<file path="config.mk">
export PLATFORM = sky130hd
export DESIGN_NAME = vclock_tracker
export DESIGN_NICKNAME = d
export VERILOG_FILES = /design/src/rtl/vclock_pkg.sv /design/src/rtl/vclock_max2.sv /design/src/rtl/vclock_sat_add.sv /design/src/rtl/vclock_entry.sv /design/src/rtl/vclock_tracker.sv
export SDC_FILE = /design/constraint.sdc
export NUM_CORES = 1
export LEC_CHECK = 0
export BUFFER_PORTS_ARGS = -buffer_cell sky130_fd_sc_hd__buf_2
export CORE_ASPECT_RATIO = 2
export CORE_MARGIN = 2
export CORE_UTILIZATION = 37
export CTS_BUF_LIST = sky130_fd_sc_hd__clkbuf_4 sky130_fd_sc_hd__clkbuf_8 sky130_fd_sc_hd__clkbuf_16
export DETAILED_ROUTE_END_ITERATION = 6
export PLACE_DENSITY = 0.58
export SLEW_MARGIN = 30
export SYNTH_ARGS = -nofsm -noshare
export SYNTH_HDL_FRONTEND = slang
export SYNTH_SLANG_ARGS = --single-unit
</file>
<file path="constraint.sdc">
create_clock -name clk -period 5.3 [get_ports clk]
set_clock_uncertainty 0.2 [all_clocks]
set_input_delay 0.53 -clock clk [delete_from_list [all_inputs] [get_ports clk]]
set_output_delay 0.53 -clock clk [all_outputs]
set_load 0.1 [all_outputs]
</file>
<file path="src/rtl/vclock_pkg.sv">
// Package: shared types for the vector clock tracker.
// Assumes: nothing beyond SystemVerilog 2017.
package vclock_pkg;

    // Which merge inputs apply to one counter in a given cycle.
    typedef enum logic [1:0] {
        MRG_NONE  = 2'b00,
        MRG_BLOCK = 2'b01,
        MRG_ACK   = 2'b10,
        MRG_BOTH  = 2'b11
    } merge_src_e;

endpackage

</file>
<file path="src/rtl/vclock_max2.sv">
// Module: unsigned maximum of two counters.
// Assumes: both operands are unsigned and W bits wide.
module vclock_max2 #(
    parameter int W = 8
) (
    input  logic [W-1:0] a_i,
    input  logic [W-1:0] b_i,
    output logic [W-1:0] y_o
);

    // Select the larger operand.
    always_comb begin
        y_o = (a_i > b_i) ? a_i : b_i;
    end

endmodule

</file>
<file path="src/rtl/vclock_sat_add.sv">
// Module: adds a constant to a counter and clamps at all ones.
// Assumes: INC is non-negative and fits in W bits.
module vclock_sat_add #(
    parameter int W   = 8,
    parameter int INC = 1
) (
    input  logic [W-1:0] a_i,
    output logic [W-1:0] y_o
);

    localparam logic [W:0] INC_X = (W+1)'(INC);

    logic [W:0] sum;

    // Widen by one bit and clamp on carry out.
    always_comb begin
        sum = {1'b0, a_i} + INC_X;
        y_o = sum[W] ? {W{1'b1}} : sum[W-1:0];
    end

endmodule

</file>
<file path="src/rtl/vclock_entry.sv">
// Module: one counter of the vector clock. Merge sources are applied first,
//         then the optional saturating step.
// Assumes: bump_i is only ever driven high for the processor's own entry.
module vclock_entry
    import vclock_pkg::*;
#(
    parameter int W = 8
) (
    input  logic         clk,
    input  logic         rst_n,
    input  logic         blk_en_i,
    input  logic [W-1:0] blk_val_i,
    input  logic         ack_en_i,
    input  logic [W-1:0] ack_val_i,
    input  logic         bump_i,
    output logic [W-1:0] cnt_o
);

    logic [W-1:0] cnt_q;
    logic [W-1:0] max_blk;
    logic [W-1:0] max_ack;
    logic [W-1:0] max_both;
    logic [W-1:0] merged;
    logic [W-1:0] stepped;
    logic [W-1:0] cnt_d;
    merge_src_e   src;

    vclock_max2 #(.W(W)) u_max_blk  (.a_i(cnt_q),   .b_i(blk_val_i), .y_o(max_blk));
    vclock_max2 #(.W(W)) u_max_ack  (.a_i(cnt_q),   .b_i(ack_val_i), .y_o(max_ack));
    vclock_max2 #(.W(W)) u_max_both (.a_i(max_blk), .b_i(ack_val_i), .y_o(max_both));
    vclock_sat_add #(.W(W), .INC(1)) u_step (.a_i(merged), .y_o(stepped));

    // Pick the merged value from the active sources.
    always_comb begin
        src = merge_src_e'({ack_en_i, blk_en_i});
        case (src)
            MRG_BLOCK: merged = max_blk;
            MRG_ACK:   merged = max_ack;
            MRG_BOTH:  merged = max_both;
            default:   merged = cnt_q;
        endcase
        cnt_d = bump_i ? stepped : merged;
    end

    // Hold the counter; synchronous active-low clear.
    always_ff @(posedge clk) begin
        if (!rst_n) cnt_q <= '0;
        else        cnt_q <= cnt_d;
    end

    assign cnt_o = cnt_q;

endmodule

</file>
<file path="src/rtl/vclock_tracker.sv">
// Module: per-processor vector clock. Keeps N_PROC saturating counters and
//         steps entry SELF_ID on a barrier. Merges two ways with block clocks
//         on shared accesses, merges acknowledgement stamps, and drives the
//         invalidate and expiration stamps.
// Assumes: ack_src_i < N_PROC; entry i of every vector is bits [i*CNT_W +: CNT_W].
module vclock_tracker #(
    parameter int N_PROC  = 4,
    parameter int CNT_W   = 8,
    parameter int SELF_ID = 0,
    parameter int LEASE   = 4,
    parameter int SRC_W   = (N_PROC > 1) ? $clog2(N_PROC) : 1,
    parameter int VEC_W   = N_PROC * CNT_W
) (
    input  logic             clk,
    input  logic             rst_n,
    input  logic             barrier_i,
    input  logic             access_i,
    input  logic [VEC_W-1:0] blk_clk_i,
    output logic [VEC_W-1:0] blk_clk_o,
    input  logic             ack_valid_i,
    input  logic [SRC_W-1:0] ack_src_i,
    input  logic [CNT_W-1:0] ack_exp_i,
    output logic [VEC_W-1:0] inv_ts_o,
    output logic [CNT_W-1:0] exp_ts_o
);

    logic [CNT_W-1:0] cnt [N_PROC];

    for (genvar i = 0; i < N_PROC; i++) begin : g_ent
        logic ack_hit;

        // The acknowledgement only touches the sender's entry.
        always_comb begin
            ack_hit = ack_valid_i && (ack_src_i == SRC_W'(i));
        end

        vclock_entry #(.W(CNT_W)) u_ent (
            .clk       (clk),
            .rst_n     (rst_n),
            .blk_en_i  (access_i),
            .blk_val_i (blk_clk_i[i*CNT_W +: CNT_W]),
            .ack_en_i  (ack_hit),
            .ack_val_i (ack_exp_i),
            .bump_i    (barrier_i && (i == SELF_ID)),
            .cnt_o     (cnt[i])
        );

        vclock_max2 #(.W(CNT_W)) u_blk_out (
            .a_i (cnt[i]),
            .b_i (blk_clk_i[i*CNT_W +: CNT_W]),
            .y_o (blk_clk_o[i*CNT_W +: CNT_W])
        );

        assign inv_ts_o[i*CNT_W +: CNT_W] = cnt[i];
    end

    vclock_sat_add #(.W(CNT_W), .INC(LEASE)) u_lease (
        .a_i (cnt[SELF_ID]),
        .y_o (exp_ts_o)
    );

endmodule

</file>
Word level (Yosys, flattened, before mapping)
Cells that the tools add are included.

Add/sub/neg operators: 2. $lt $le $gt $ge: 12. Equality and inequality tests: 18. Muxes and demuxes: 19. Reduce and logical (&&, ||, !) cells: 11.

Operator list (number): $mux W8 (15); $gt A8 B8 Y1 (12); $pmux W8 S3 (4); $eq A2 B2 Y1 const B (10); $eq A2 B1 Y1 const B (5); $add A8 B1 Y9 const B (1); $add A8 B3 Y9 const B (1); $reduce_bool A3 Y1 (3); $ne A2 B2 Y1 const B (3); $reduce_and A2 Y1 (3); $logic_and A1 B1 Y1 (4); $logic_not A2 Y1 (1).

Bits in registers: 32. Input bits: 47. Output and inout bits: 72. Logic and storage cells: 66.

Depth between registers and ports, before layout
Depth after elaboration: 8. Gate-level depth with buffers: 21. Mapped depth without buffers: 20.

By module
From an unflattened synthesis, not the netlist that was laid out.

Cells, all modules: 912. Area total of the unflattened synthesis: 7992.7 µm².

Modules (own cells, without submodules): vclock_max2 (times used 16, cells each 35, area an instance 304.0 µm², sequential area each 0.0 µm²); vclock_entry (times used 4, cells each 56, area an instance 574.3 µm², sequential area each 160.2 µm²); vclock_sat_add (g_ent[0].u_ent.u_step ...) (times used 4, cells each 26, area an instance 166.4 µm², sequential area each 0.0 µm²); vclock_sat_add (u_lease) (times used 1, cells each 19, area an instance 123.9 µm², sequential area each 0.0 µm²); vclock_tracker (times used 1, cells each 5, area an instance 41.3 µm², sequential area each 0.0 µm²).

Worst setup path before layout
OpenSTA, ideal clock, no wires.

Path type: register to register. Start point: reg g_ent[0].u_ent.cnt_q[1]. End point: reg g_ent[0].u_ent.cnt_q[4]. Setup time: 124 ps. Data arrival time: 6976 ps. Path slack: -2000 ps. Stages on the path, launching flop included: 18. Buffers on the path: 1. Clock period less this slack: 7300 ps. Path through: dfxtp_1 -> ha_1 -> nor2b_4 -> o211a_4 -> o21ai_2 -> nand2_2 -> o21ai_0 -> ha_1 -> a211oi_1 -> nor2_1 -> o31a_1 -> and2_0 -> buf_6 -> o32a_1 -> o22ai_1 -> ha_1 -> nand2_1 -> o311a_2.

Word-level cells in the longest chain between the ends: 8.

RTL lines: start: declaration (RTL line vclock_entry.sv:19) `logic [W-1:0] cnt_q;`; start signal: assignment (RTL line vclock_entry.sv:48) `else cnt_q <= cnt_d;`; $gt A8 B8 Y1 *; $mux W8 *; via blk_clk_o[5] (RTL line vclock_tracker.sv:19) `output logic [VEC_W-1:0] blk_clk_o,`; $gt A8 B8 Y1 (RTL line vclock_max2.sv:13) `y_o = (a_i > b_i) ? a_i : b_i;`; $mux W8 (RTL line vclock_max2.sv:13); $pmux W8 S3 * (RTL line vclock_entry.sv:36) `case (src)`; $add A8 B1 Y9 (RTL line vclock_sat_add.sv:17) `sum = {1'b0, a_i} + INC_X;`; $mux W8 (RTL line vclock_sat_add.sv:18) `y_o = sum[W] ? {W{1'b1}} : sum[W-1:0];`; $mux W8 * (RTL line vclock_entry.sv:42) `cnt_d = bump_i ? stepped : merged;`.

Mark *: on every way through the listed nets, which the timed path passes. The rest lies on a longest branch. A chain may end at the register's enable or synchronous reset.

Final worst setup path
Start point: in blk_clk_i[1]. End point: reg g_ent[0].u_ent.cnt_q[4].

Word-level cells in the longest chain between the ends: 8.

RTL lines: start: declaration (RTL line vclock_tracker.sv:18) `input logic [VEC_W-1:0] blk_clk_i,`; $gt A8 B8 Y1 (RTL line vclock_max2.sv:13); $mux W8 * (RTL line vclock_max2.sv:13); $gt A8 B8 Y1 (RTL line vclock_max2.sv:13); $mux W8 (RTL line vclock_max2.sv:13); $pmux W8 S3 * (RTL line vclock_entry.sv:36); $add A8 B1 Y9 (RTL line vclock_sat_add.sv:17); $mux W8 (RTL line vclock_sat_add.sv:18); $mux W8 * (RTL line vclock_entry.sv:42).

Mark *: on every way between the ends. The rest lies on a longest branch, timed or not.

==> impl_metrics.ini <==
[critical_path]
worstSetupPathType = input pin to flip-flop
worstPathRequired_ns = 5.32
worstSetupEndpointType = flip-flop
r2r_setup_slack_ns = 0.45
crit_end = g_ent[0].u_ent.cnt_o[4]$_SDFF_PN0_
reg2reg_to = g_ent[0].u_ent.cnt_o[4]$_SDFF_PN0_
r2r_cells = 17
r2r_start = g_ent[0].u_ent.cnt_o[4]$_SDFF_PN0_
critPathArrivalTime_ns = 4.89
cp_max_fo = 8
cp-start-kind = input pin
cp-startpoint = blk_clk_i[1]

[routing]
drtIter0Drc = 220
num_vias = 5014
first_pass_iters = 5
ant_nets = 0
drc = 0
drt_wl_total_mm = 16.4
routedWlPerCell_um = 19.4
via_per_inst = 5.93

[clocking]
clk_pin_slew_worst_paths_ns = 0.06
clock_latency_ns = 0.28
hold_buffers = 0
htree_levels = 2
cts_resized = 0
cts.path.max_buffers = 2
root_buffer = clkbuf_16
clock-sinks = 32
cts_buffers = 5
cts_tree = built
cts_setup_buffers = 0

[synth]
syn_inst = 574
synth-seq-area-share_pct = 13.4
synth_top_family_by_area = adder cells
syn_area_um2 = 4790
syn_nets = 719
synth.distinct_cells = 78
synth_edf_count = 0
synth_xor_area_share_pct = 0.914
synthMuxAreaShare_pct = 11.2
synth_ff_type = dfxtp_1
synth-compound-area-share_pct = 24.1
synthAdderAreaFrac_pct = 25.6
synth_simple_gate_area_share_pct = 18.8
ys_top_cells_by_area = ha_1 (26%), dfxtp_1 (13%), mux2i_1 (6.3%)
yosys_register_bits = 32
synth.avg_cell_area_um2 = 8.35
ys_warn_count = 0
ys_async_sr_fraction_pct = 0
synth_top_area_share_pct = 25.6
yosysTopAreaCell = ha_1

[timing]
layout_setup_ws_ns = 0.431
fmax_mhz = 205
tightestPinTransition_ns = 0.882
slew_violations = 0
fin_crit_ns = 4.87
slew-limit-headroom_pct = 41.2
finalSetupTns_ns = 0
setup_viol = 0
rsz0062_at_grt = no
finalHoldViolCount = 0
fin_crit_sh_pct = 91.9

[grt]
first_global_vias = 5150
antenna_found_initial = 0
gr-total-overflow = 0
grt_max_degree = 25
grt_pass1_wl_mm = 25.3
track_usage_pct = 22.8

[power_and_ir_drop]
p_per_area_nw_per_um2 = 302
leakagePower_nw = 2.98
vdd_drop_max_mv = 0.204

[floorplan]
die_y_um = 165
dieWidth_um = 84.5
rows = 58
core_area_um2 = 12600
fp.dieArea_um2 = 13900
pin_count = 119
start_util_pct = 38.0

[outcome]
status = finished clean

[place]
portBuffers = 118
dp.cells = 838
dp_hpwl_mm = 13.2
gp_congestion = 0.957
place_ws_ns = 0.158

[final_layout]
final_cells = 845
fillCellCount = 1301
insertedDiodeCount = 0
area_delta_synth_final_pct = 20.7
nets = 840
drive_gt1_share_pct = 28.1
largest_reg_flops = 32

[worst_hold_path]
worstHoldPathType = flip-flop to flip-flop
hold-path-cell-count = 1

[job]
maxCapViolations = 0
[how the worst min path moves through the flow]
stage | start | to | slack, ns
6_report | g_ent[3].u_ent.cnt_o[0]$_SDFFE_PN0P_ | g_ent[3].u_ent.cnt_o[0]$_SDFFE_PN0P_ | 0.30
5_1_grt | g_ent[3].u_ent.cnt_o[0]$_SDFFE_PN0P_ | g_ent[3].u_ent.cnt_o[0]$_SDFFE_PN0P_ | 0.33
4_1_cts | g_ent[3].u_ent.cnt_o[0]$_SDFFE_PN0P_ | g_ent[3].u_ent.cnt_o[0]$_SDFFE_PN0P_ | 0.31
3_5_place_dp | g_ent[3].u_ent.cnt_o[0]$_SDFFE_PN0P_ | g_ent[3].u_ent.cnt_o[0]$_SDFFE_PN0P_ | 0.30
3_3_place_gp | g_ent[3].u_ent.cnt_o[0]$_SDFFE_PN0P_ | g_ent[3].u_ent.cnt_o[0]$_SDFFE_PN0P_ | 0.30
2_1_floorplan | ack_exp_i[0] | g_ent[3].u_ent.cnt_o[0]$_SDFFE_PN0P_ | 0.51
[metrics by stage]
step	hold WS [ns]	area (µm²)	utilization (%)	power, mW
after floorplan	0.510	4890	-	1.23
after global routing	0.332	5780	45.8	1.83
after detailed placement	0.300	5640	44.7	1.46
after global placement	0.298	5640	44.7	1.44
after CTS	0.312	5780	45.8	1.75
final	0.304	5780	45.8	1.75
[layout make-up]
class                      instances  area (µm²)  share of cell area, %
multi-input combinational        476        3960                   68.4
timing repair buffer             126         651                   11.2
sequential                        32         649                   11.2
inverter                          54         203                   3.50
tap                              150         188                   3.24
clock buffer                       6         133                   2.29
clock inverter                     1        5.00                 0.0865
[synth_stat cells (2+ instances only)]
cell / instances
nand3b_1: 2
and3_1: 6
o221ai_1: 2
nand4b_1: 8
o21bai_1: 3
mux2_2: 20
o311ai_0: 8
nand2_1: 33
a211oi_1: 4
a211oi_2: 2
o311a_1: 2
nor3_1: 8
o31a_1: 2
a21o_1: 14
o21a_1: 19
xnor2_1: 4
inv_1: 54
mux2i_1: 30
o221a_2: 2
o31ai_1: 4
and2_1: 3
a31oi_1: 4
nand3_1: 22
o22ai_1: 2
nand2b_1: 6
nor3b_1: 2
buf_6: 2
nand4_1: 13
a21oi_1: 28
dfxtp_1: 32
nor2b_1: 11
o21ai_0: 32
o2bb2ai_1: 8
a22o_1: 2
o21ai_1: 2
ha_1: 98
clkbuf_1: 6
nor2_1: 31
and4_1: 4
[layout by cell type, fill, tap and decap left out, types with 8 or more instances in the layout]
master,instances
nor2_1,31
mux2i_1,30
a21oi_1,27
nand4b_1,8
ha_1,98
nand4_1,13
o311ai_0,8
mux2_2,20
nor3_1,8
o21a_1,19
buf_2,118
buf_4,8
a21o_1,13
nor2b_1,11
dfxtp_1,25
o2bb2ai_1,8
inv_1,54
nand3_1,22
nand2_1,33
o21ai_0,21
[critical path, cell delays in order]
cell and delay [ns]:
buf_2 0.10, inv_1 0.08, ha_1 0.32, nor2b_4 0.13
o211a_4 0.23, o21a_4 0.24, nor2_1 0.19, mux2_2 0.40
ha_1 0.30, and4_1 0.22, o31a_1 0.30, and2_0 0.31
o32a_1 0.35, o22ai_1 0.29, ha_1 0.24, nand2_1 0.13
o31ai_1 0.29, o311a_2 0.21
[kinds of logic after synthesis]
family	count (synthesis)
AOI/OAI and AO/OA	159
xor gates and xnor gates	5
adders and majority gates	98
buffers and inverters	66
DFF	32
muxes	51
and+or+nand+nor	163
[metal layers]
layer  wire length, µm  vias up  global-route usage [%]
li1                  -     2409                       -
met4               703        0                    11.5
met1              5940     2393                    22.6
met2              9100      158                    45.0
met3               631       54                    2.75
met5                 0        -                       0
[where the power goes]
part | internal (mW) | switching [mW]
clock network | 0.176 | 0.109
logic | 0.295 | 0.853
registers | 0.269 | 0.0449
total | 0.739 | 1.01
No activity file was read; power rests on OpenSTA's default activity.
